## config.mk

```make
export PLATFORM = sky130hd
export DESIGN_NAME = aux_native_engine
export DESIGN_NICKNAME = d
export VERILOG_FILES = /design/src/rtl/aux_native_engine.sv
export SDC_FILE = /design/constraint.sdc
export NUM_CORES = 1
export LEC_CHECK = 0
export BUFFER_PORTS_ARGS = -buffer_cell sky130_fd_sc_hd__buf_2
export CAP_MARGIN = 10
export CORE_ASPECT_RATIO = 1.1
export CORE_MARGIN = 2
export CORE_UTILIZATION = 50
export DETAILED_ROUTE_END_ITERATION = 6
export GPL_ROUTABILITY_DRIVEN = 0
export GPL_TIMING_DRIVEN = 0
export PLACE_DENSITY = 0.82
export SLEW_MARGIN = 20
export SYNTH_ARGS = -nofsm -noshare
export SYNTH_HDL_FRONTEND = slang
export SYNTH_SLANG_ARGS = --single-unit
```

## constraint.sdc

```tcl
create_clock -name clk -period 9.75 [get_ports clk]
set_input_delay 0.4875 -clock clk [delete_from_list [all_inputs] [get_ports clk]]
set_output_delay 0.4875 -clock clk [all_outputs]
set_load 0.01 [all_outputs]
```

## src/rtl/aux_native_engine.sv

```systemverilog
module aux_native_engine #(
  parameter int ATTEMPTS   = 7,
  parameter int DEFER_US   = 400,
  parameter int CYC_PER_US = 125
) (
  input  logic         clk,
  input  logic         rst_n,
  input  logic         cmd_valid,
  output logic         cmd_ready,
  input  logic         cmd_write,
  input  logic [15:0]  cmd_addr,
  input  logic [4:0]   cmd_count,
  input  logic [7:0]   cmd_delay,
  input  logic [127:0] cmd_wdata,
  output logic         tx_valid,
  input  logic         tx_ready,
  output logic [7:0]   tx_data,
  output logic         tx_last,
  output logic [7:0]   ch_delay,
  input  logic         ch_rx_valid,
  input  logic [7:0]   ch_rx_data,
  input  logic         ch_done,
  input  logic [1:0]   ch_status,
  input  logic [7:0]   ch_reply,
  output logic         rd_valid,
  output logic [7:0]   rd_data,
  output logic         done,
  output logic [2:0]   done_status
);
  localparam int MAXB      = 16;
  localparam int DEFER_CYC = DEFER_US * CYC_PER_US;
  localparam int DCW       = $clog2(DEFER_CYC + 1);
  localparam int AW        = $clog2(ATTEMPTS + 1);

  localparam logic [2:0] ST_OK = 3'd0, ST_TMO = 3'd1, ST_CHE = 3'd3,
                         ST_IOE = 3'd4, ST_LEN = 3'd5;

  typedef enum logic [2:0] {S_IDLE, S_SEND, S_WAIT, S_DEFER, S_DRAIN, S_DONE} state_t;
  state_t st;

  logic          wr_q;
  logic [15:0]   addr_q;
  logic [4:0]    cnt_q;
  logic [127:0]  wbuf_q;
  logic [7:0]    rbuf [MAXB];
  logic [4:0]    idx;
  logic [4:0]    rx_cnt;
  logic [4:0]    dlen;
  logic [AW-1:0] att;
  logic [DCW-1:0] dcnt;
  logic [2:0]    stat_q;
  logic [7:0]    dly_q;

  wire        count_bad = (cmd_count == 5'd0) || (cmd_count > 5'(MAXB));
  wire [4:0]  last_idx  = wr_q ? cnt_q + 5'd3 : 5'd3;
  wire [4:0]  total     = wr_q ? cnt_q + 5'd4 : 5'd4;
  wire [4:0]  cnt_m1    = cnt_q - 5'd1;
  wire        rx_take   = (st == S_WAIT) && ch_rx_valid && (rx_cnt < 5'(MAXB));
  wire [4:0]  rx_cnt_nx = rx_cnt + {4'd0, rx_take};
  wire [4:0]  keep_len  = (rx_cnt_nx < cnt_q) ? rx_cnt_nx : cnt_q;
  wire [1:0]  code      = ch_reply[5:4];
  wire        can_retry = (att != AW'(ATTEMPTS - 1));

  assign cmd_ready   = (st == S_IDLE);
  assign tx_valid    = (st == S_SEND);
  assign tx_last     = tx_valid && (idx == last_idx);
  assign rd_valid    = (st == S_DRAIN);
  assign rd_data     = rbuf[idx[3:0]];
  assign done        = (st == S_DONE);
  assign done_status = stat_q;
  assign ch_delay    = dly_q;

  always_comb begin
    case (idx)
      5'd0:    tx_data = addr_q[7:0];
      5'd1:    tx_data = addr_q[15:8];
      5'd2:    tx_data = wr_q ? 8'h80 : 8'h90;
      5'd3:    tx_data = {total[3:0], cnt_m1[3:0]};
      default: tx_data = wbuf_q[(int'(idx) - 4) * 8 +: 8];
    endcase
  end

  always_ff @(posedge clk) begin
    if (rx_take) rbuf[rx_cnt[3:0]] <= ch_rx_data;
  end

  always_ff @(posedge clk or negedge rst_n) begin
    if (!rst_n) begin
      st <= S_IDLE;
      wr_q <= 1'b0;
      addr_q <= '0;
      cnt_q <= '0;
      wbuf_q <= '0;
      idx <= '0;
      rx_cnt <= '0;
      dlen <= '0;
      att <= '0;
      dcnt <= '0;
      stat_q <= ST_OK;
      dly_q <= '0;
    end else begin
      case (st)
        S_IDLE: if (cmd_valid) begin
          wr_q   <= cmd_write;
          addr_q <= cmd_addr;
          cnt_q  <= cmd_count;
          wbuf_q <= cmd_wdata;
          dly_q  <= cmd_delay / 8'd10;
          att    <= '0;
          idx    <= '0;
          rx_cnt <= '0;
          if (count_bad) begin
            stat_q <= ST_LEN;
            st     <= S_DONE;
          end else begin
            st <= S_SEND;
          end
        end
        S_SEND: if (tx_ready) begin
          if (idx == last_idx) begin
            idx <= '0;
            st  <= S_WAIT;
          end else begin
            idx <= idx + 5'd1;
          end
        end
        S_WAIT: begin
          rx_cnt <= rx_cnt_nx;
          if (ch_done) begin
            case (ch_status)
              2'd1: begin stat_q <= ST_TMO; st <= S_DONE; end
              2'd3: begin stat_q <= ST_CHE; st <= S_DONE; end
              2'd2: begin
                if (can_retry) begin
                  att <= att + AW'(1);
                  rx_cnt <= '0;
                  idx <= '0;
                  st <= S_SEND;
                end else begin
                  stat_q <= ST_IOE;
                  st <= S_DONE;
                end
              end
              default: begin
                if (code == 2'b00) begin
                  stat_q <= ST_OK;
                  dlen <= keep_len;
                  idx <= '0;
                  st <= (!wr_q && keep_len != 5'd0) ? S_DRAIN : S_DONE;
                end else if (code == 2'b10 && can_retry) begin
                  att <= att + AW'(1);
                  dcnt <= DCW'(DEFER_CYC - 1);
                  st <= S_DEFER;
                end else begin
                  stat_q <= ST_IOE;
                  st <= S_DONE;
                end
              end
            endcase
          end
        end
        S_DEFER: begin
          if (dcnt == '0) begin
            rx_cnt <= '0;
            idx <= '0;
            st <= S_SEND;
          end else begin
            dcnt <= dcnt - DCW'(1);
          end
        end
        S_DRAIN: begin
          if (idx == dlen - 5'd1) st <= S_DONE;
          else idx <= idx + 5'd1;
        end
        default: st <= S_IDLE;
      endcase
    end
  end

  p_len_reject_r2: assert property (@(posedge clk) disable iff (!rst_n)
    cmd_valid && cmd_ready && (cmd_count == 5'd0 || cmd_count > 5'd16)
      |=> done && done_status == 3'd5 && !tx_valid);

  p_busy_resend_r4: assert property (@(posedge clk) disable iff (!rst_n)
    st == S_WAIT && ch_done && ch_status == 2'd2
      |=> tx_valid || (done && done_status == 3'd4));

  p_defer_quiet_r5: assert property (@(posedge clk) disable iff (!rst_n)
    st == S_WAIT && ch_done && ch_status == 2'd0 && ch_reply[5:4] == 2'b10
      |=> !tx_valid);

  p_attempt_cap_r6: assert property (@(posedge clk) disable iff (!rst_n)
    att < AW'(ATTEMPTS));

  p_fatal_end_r7: assert property (@(posedge clk) disable iff (!rst_n)
    st == S_WAIT && ch_done && (ch_status == 2'd1 || ch_status == 2'd3)
      |=> done && done_status == {1'b0, $past(ch_status)});

  p_read_cut_r3: assert property (@(posedge clk) disable iff (!rst_n)
    rd_valid |-> idx < cnt_q && !wr_q);

  p_delay_hold_r9: assert property (@(posedge clk) disable iff (!rst_n)
    !cmd_ready |=> $stable(ch_delay));

  p_done_pulse_r10: assert property (@(posedge clk) disable iff (!rst_n)
    done |=> !done && cmd_ready);
endmodule

```

# Word-level counts from Yosys, hierarchy flattened
# Memories as Yosys holds them, arrays and structs flattened.
# Index checks and enable logic that the tools add are counted.
[word_totals] mem_bits_rw=128 inputBits=182 reg_bits=198 out_inout_bits=32 mem_count=1
[memory_table] memory="rbuf" depth=16 word_bits=8 read_ports=1 rd_clocked_by_memory_dff=0 wr=1 line_no="45" source="logic [7:0] rbuf [MAXB];"
[classes] n_eq_ne=34 magnitude_cmp=3 n_reduce_logical=27 n_bitwise=1 mux=55 div=1 shift=1 addsub=9
[ops] cell="variable part select 128 x 9 -> 8 bit" count=1
[ops] cell="two-way mux 16 bit" count=5
[ops] cell="two-way mux 5 bit" count=14
[ops] cell="two-way mux 3 bit" count=21
[ops] cell="case mux 16 bit (2 select lines)" count=1
[ops] cell="case mux 8 bit (4 select lines)" count=1
[ops] cell="case mux 5 bit (5 select lines)" count=1
[ops] cell="case mux 3 bit (2 select lines)" count=4
[ops] cell="AND reduction 6 bit" count=3
[ops] cell="logical NOT 16 bit" count=1
[ops] cell="!= test 2 bit (second input constant)" count=8
[ops] cell="subtractor 16 x 1 -> 16 bit (second input constant)" count=1
[ops] cell="case mux 3 bit (5 select lines)" count=1
[ops] cell="case mux 5 bit (3 select lines)" count=1
[ops] cell="== test 5 x 2 -> 1 bit (second input constant)" count=2
[ops] cell="== test 5 bit" count=2
[ops] cell="logical NOT 5 bit" count=2
[ops] cell="!= test 2 x 1 -> 1 bit (second input constant)" count=5
[ops] cell="case mux 5 bit (2 select lines)" count=1
[ops] cell="nonzero test 5 bit" count=2
[ops] cell="!= test 3 bit (second input constant)" count=3
[ops] cell="case mux 3 bit (3 select lines)" count=1
[ops] cell="AND reduction 9 bit" count=1
[ops] cell="divider 8 x 4 -> 8 bit (second input constant)" count=1
[ops] cell="other kinds (36)" count=48

# Logic depth before layout (Yosys ltp)
[logic_depth] depth_word=13 ltp_mapped=14 ltp_nobuf=13

# Worst setup path after synthesis
# No wires, ideal clock.
[synth_timing] path_type="register to output" startpoint="register idx[1]" endpoint="output tx_data[0]" stages_incl_launch_ff=11 required_ns=9.263 arrival_time_ns=3.053 slack_ns=6.210 n_path_buf=4 path_cell_list="dfrtp_1 clkbuf_1 clkbuf_1 buf_1 inv_1 ha_1 clkbuf_1 or4_1 a211oi_1 a21oi_1 o32ai_1"
[synth_via] elab_chain_len=3 elab_cells_between_ends=7 classes_between="add/sub: 1; eq/ne: 3; shift: 1; mux: 1; reduce/logical: 1"
[synth_rtl] item="start, declared" line_no="46" source="logic [4:0] idx;"
[synth_rtl] item="start signal, assigned" line_no="124" source="idx <= idx + 5'd1;"
[synth_rtl] item="start signal, assigned" line_no="173" source="else idx <= idx + 5'd1;"
[synth_rtl] item="subtractor 5 x 3 -> 6 bit" line_no="79" source="default: tx_data = wbuf_q[(int'(idx) - 4) * 8 +: 8];"
[synth_rtl] item="variable part select 128 x 9 -> 8 bit" line_no="79"
[synth_rtl] item="case mux 8 bit (4 select lines) (*)" line_no="74" source="case (idx)"
[synth_rtl] item="end, declared" line_no="17" source="output logic [7:0] tx_data,"
# Every way passes the cells marked *; elsewhere a longest branch is shown, timed or not.

# Worst setup path in the final report
[layout_timing] startpoint="register idx[1]" endpoint="output tx_data[3]"
# Same word-level chain as after synthesis.

==> metrics.md <==
| Metric | Value |
|---|---|
| Outcome | complete, but fails checks |
| Failing checks | DRC |
| I/O pins | around 210 |
| DR DRC count | 1 |
| Critical path endpoint category | output port |
| Pins over their slew limit | 0 |
| Avg WL per Cell | 21.4 um |
| Initial Util | about half |
| Flop pwr share | a little under two fifths |
| Final setup fails | 0 |
| Post-cts resize count | 0 |
| # rows | 66 |
| Crit path cell chain | clkbuf_1 > clkbuf_1 > buf_1 > inv_1 > ha_1 > clkbuf_1 > or4_1 > a211oi_1 > a21oi_1 > o32ai_1 > buf_2 |
| Setup Fix Bufs, Post-CTS | 0 |
| Placed inst area | around 17000 um2 |
| VDD IR max | ~0.16 mV |
| GRT Resource Usage Total | between 20 and 30% |
| CP required | roughly 9000 ps |
| Final antenna-violating net count | 0 |
| Synth Flop Type | dfrtp_1 |
| Lkg Pwr | just under 8 nW |
| Number of max-cap violations | 0 |
| Net Sw Frac | between 30% and 40% |
| Post-Syn Area | around 15000 um2 |
| Vias per cell | about 6 |
| Fillers | 2285 |
| Period utilisation layout | between 50% and 60% |
| IO Port Bufs | 201 |
| Sw Pwr | about 0.0018 W |
| Layout Nets | around 1.8k |
| PwrDens | 295 nW/um2 |
| Vias in the first global route | around 12k |
| First-pass GRT wire length | 65400 um |
| Most frequent cell on the critical path | clkbuf_1 |
| CTS clk-pin slew, worst paths | 60 ps |
| Clk pwr share | about a quarter |
| Seq/Total Area, Yosys | between 50% and 60% |
| H-tree depth | 2 |
| Drt pass-1 iters | 7 |
| Worst path slowest cell | buf_1 |
| Setup Skew | roughly 14 ps |
| Final Critical Period | about 5400 ps |
| DP Wirelength | slightly below 30000 um |
| Clock sinks | around 320 |
| RSZ-0062 raised after global routing | no |
| Post-synth EDFFs | ~130 |
| CTS tree | yes |
| Commonest non-fill, non-tap cells in the layout | nand2_1, buf_2, dfrtp_1 |
| Die Width | between 150 and 200 um |
| Via count | between 10k and 15k |
| Syn_area_per_cell | around 11 um2 |
| Cells after Synth | 1332 |
| Worst Tran Pin Value | between 1000 and 1500 ps |
| Worst Path Arrival | just under 5000 ps |
| Logic pwr share | 36.2% |
| Most common cell after layout, fill and taps aside | nand2_1 |
| Slew Limit Headroom | about 27% |
| Core Region | about 30000 um2 |
| Hold_buf cts | 1 |
| Fraction of layout cells with a size suffix above 1 | between 20% and 30% |
| Initial DRC Count | 1185 |
| Max incr delay on CP | 690 ps |
| Ys async rst share | roughly 60% |
| Pin count of the biggest net entering global routing | 96 |
| Fmax | roughly 190 MHz |
| Crit path kind | reg -> out |
| Die area | about 31000 um2 |
| Die H | around 190 um |
| Internal power | approximately 0.0034 W |
| Yosys warnings | 0 |
| Total chip power | ~0.0052 W |
| Final instance area | roughly 18000 um2 |
| Path type of the worst min-delay path | in -> reg |
| Global route overflow | 0 |
| Layout area overhead | 18.3% |
| Crit path launch type | flop |
| Critical-path maximum fanout | 10 |
| Initial antenna violation count | 1 |
| Worst-skew pair later-pin latency | 510 ps |
| Hold Fails Final Rpt | 0 |
| CTS Buffer Depth | 3 |
| Synth Register Bits | ~320 |
| Root cell of the clock tree | clkbuf_16 |
| Post-synth cell types | a little under 70 |
| Final wirelength | 42200 um |
| Total clock buffers created by CTS | 34 |
| Setup TNS | 0 ps |
## stage by stage
stage	hold slack, ps	utilization (%)	setup WS [ps]	cells
3_3_place_gp	452	55.9	5060	1909
3_5_place_dp	393	56.1	5150	1911
2_1_floorplan	192	-	6210	1334
6_report	160	60.2	4400	1972
5_1_grt	167	60.2	4360	1972
4_1_cts	158	60.2	4580	1971
## state kept, by name, summed over array words and instances, names as in the netlist
register and count:
dcnt 16, dlen 5, done_status 3, att 3, cnt_q 5, rx_cnt 5, wr_q 1, rbuf 128
addr_q 16, idx 5, wbuf_q 128, st 3, ch_delay 5
## kinds of logic (layout without fill, tap and decap cells)
family	Yosys count	count (layout)	share of synthesized area, %
and+or+nand+nor	622	622	17.3
DFF	323	323	58.0
AOI/OAI and AO/OA	143	143	6.69
buffers and inverters	106	369	2.74
muxes	88	88	11.9
xor gates and xnor gates	30	30	1.75
adders and majority gates	19	19	1.58
other	1	4	0.0249
## critical path, delay by kind of cell (launching register included)
kind,cells,cell delay (ps)
AO/OA/AOI/OAI,3,780
adder cells (fa/ha/maj),1,250
buffers and inverters,6,2340
flip-flops,1,380
AND/OR/NAND/NOR,1,600
## synth_stat cells (5+ instances only)
library cell    n  share of area, %
nand3b_1        6              0.30
a22o_1          6              0.35
a211oi_1        8              0.40
nor3_1         13              0.43
o32ai_1         7              0.41
o21ai_0        34               1.1
nor2b_1         8              0.33
edfxtp_1      128                26
a31oi_1         6              0.25
o22ai_1         7              0.29
clkbuf_1       69               1.7
nor2_1         50               1.2
nand3_1         9              0.30
a222oi_1        5              0.33
and3_1          6              0.25
buf_1           7              0.17
mux4_2         72                11
nand2b_1       11              0.46
nor3b_1         5              0.25
a221oi_1       13              0.76
a21oi_1        21              0.70
ha_1           19               1.6
mux2_2          8              0.60
xnor2_1        19               1.1
mux2i_1         8              0.53
inv_1          24              0.60
nand2_1       480                12
dfrtp_1       195                32
or3_1           8              0.33
xor2_1         11              0.64
## power groups by stage
| stage | clock (W) | sequential [W] | combinational [W] |
|---|---|---|---|
| floorplan | 0 | 0.00192 | 0.00130 |
| global placement | 0 | 0.00196 | 0.00178 |
| detailed placement | 0 | 0.00199 | 0.00184 |
| CTS | 0.00137 | 0.00197 | 0.00188 |
| global route | 0.00142 | 0.00201 | 0.00206 |
| finish | 0.00136 | 0.00198 | 0.00190 |
## cell type report
class                   count  area [um2]  area share (%)
diodes                      1        2.50          0.0141
plain buffers              81         318            1.79
clock buffers              49        1020            5.72
clock inverters            10         159           0.893
inverters                  25        93.8           0.527
multi-input cells         905        5930            33.3
flip-flops and latches    323        8720            49.0
well taps                 374         468            2.63
repair buffers            204        1080            6.07
## metal layers
metal | share of wire [%] | GRT usage (%) | vias to the layer above | wire [um]
met1 | 38 | 35.3 | 5765 | 16000
met2 | 48 | 44.3 | 699 | 20200
li1 | - | - | 5166 | -
met3 | 9.4 | 5.53 | 149 | 3970
met5 | 0 | 0 | - | 0
met4 | 4.8 | 13.2 | 0 | 2010
## path summary, 6_finish.rpt
kind | slack (ps) | depth (start not counted) | start | to
min in group asynchronous | 460 | 2 | rst_n | wbuf_q[65]
setup / recovery | 4400 | 11 | idx[1] | tx_data[3]
hold reg to reg | 470 | 2 | wbuf_q[82] | wbuf_q[82]
setup reg to reg | 5810 | 14 | st[0] | st[0]
hold / removal | 160 | 3 | cmd_wdata[127] | wbuf_q[127]
max in group asynchronous | 8500 | 3 | rst_n | wbuf_q[116]
No activity file was read; power rests on OpenSTA's default activity.
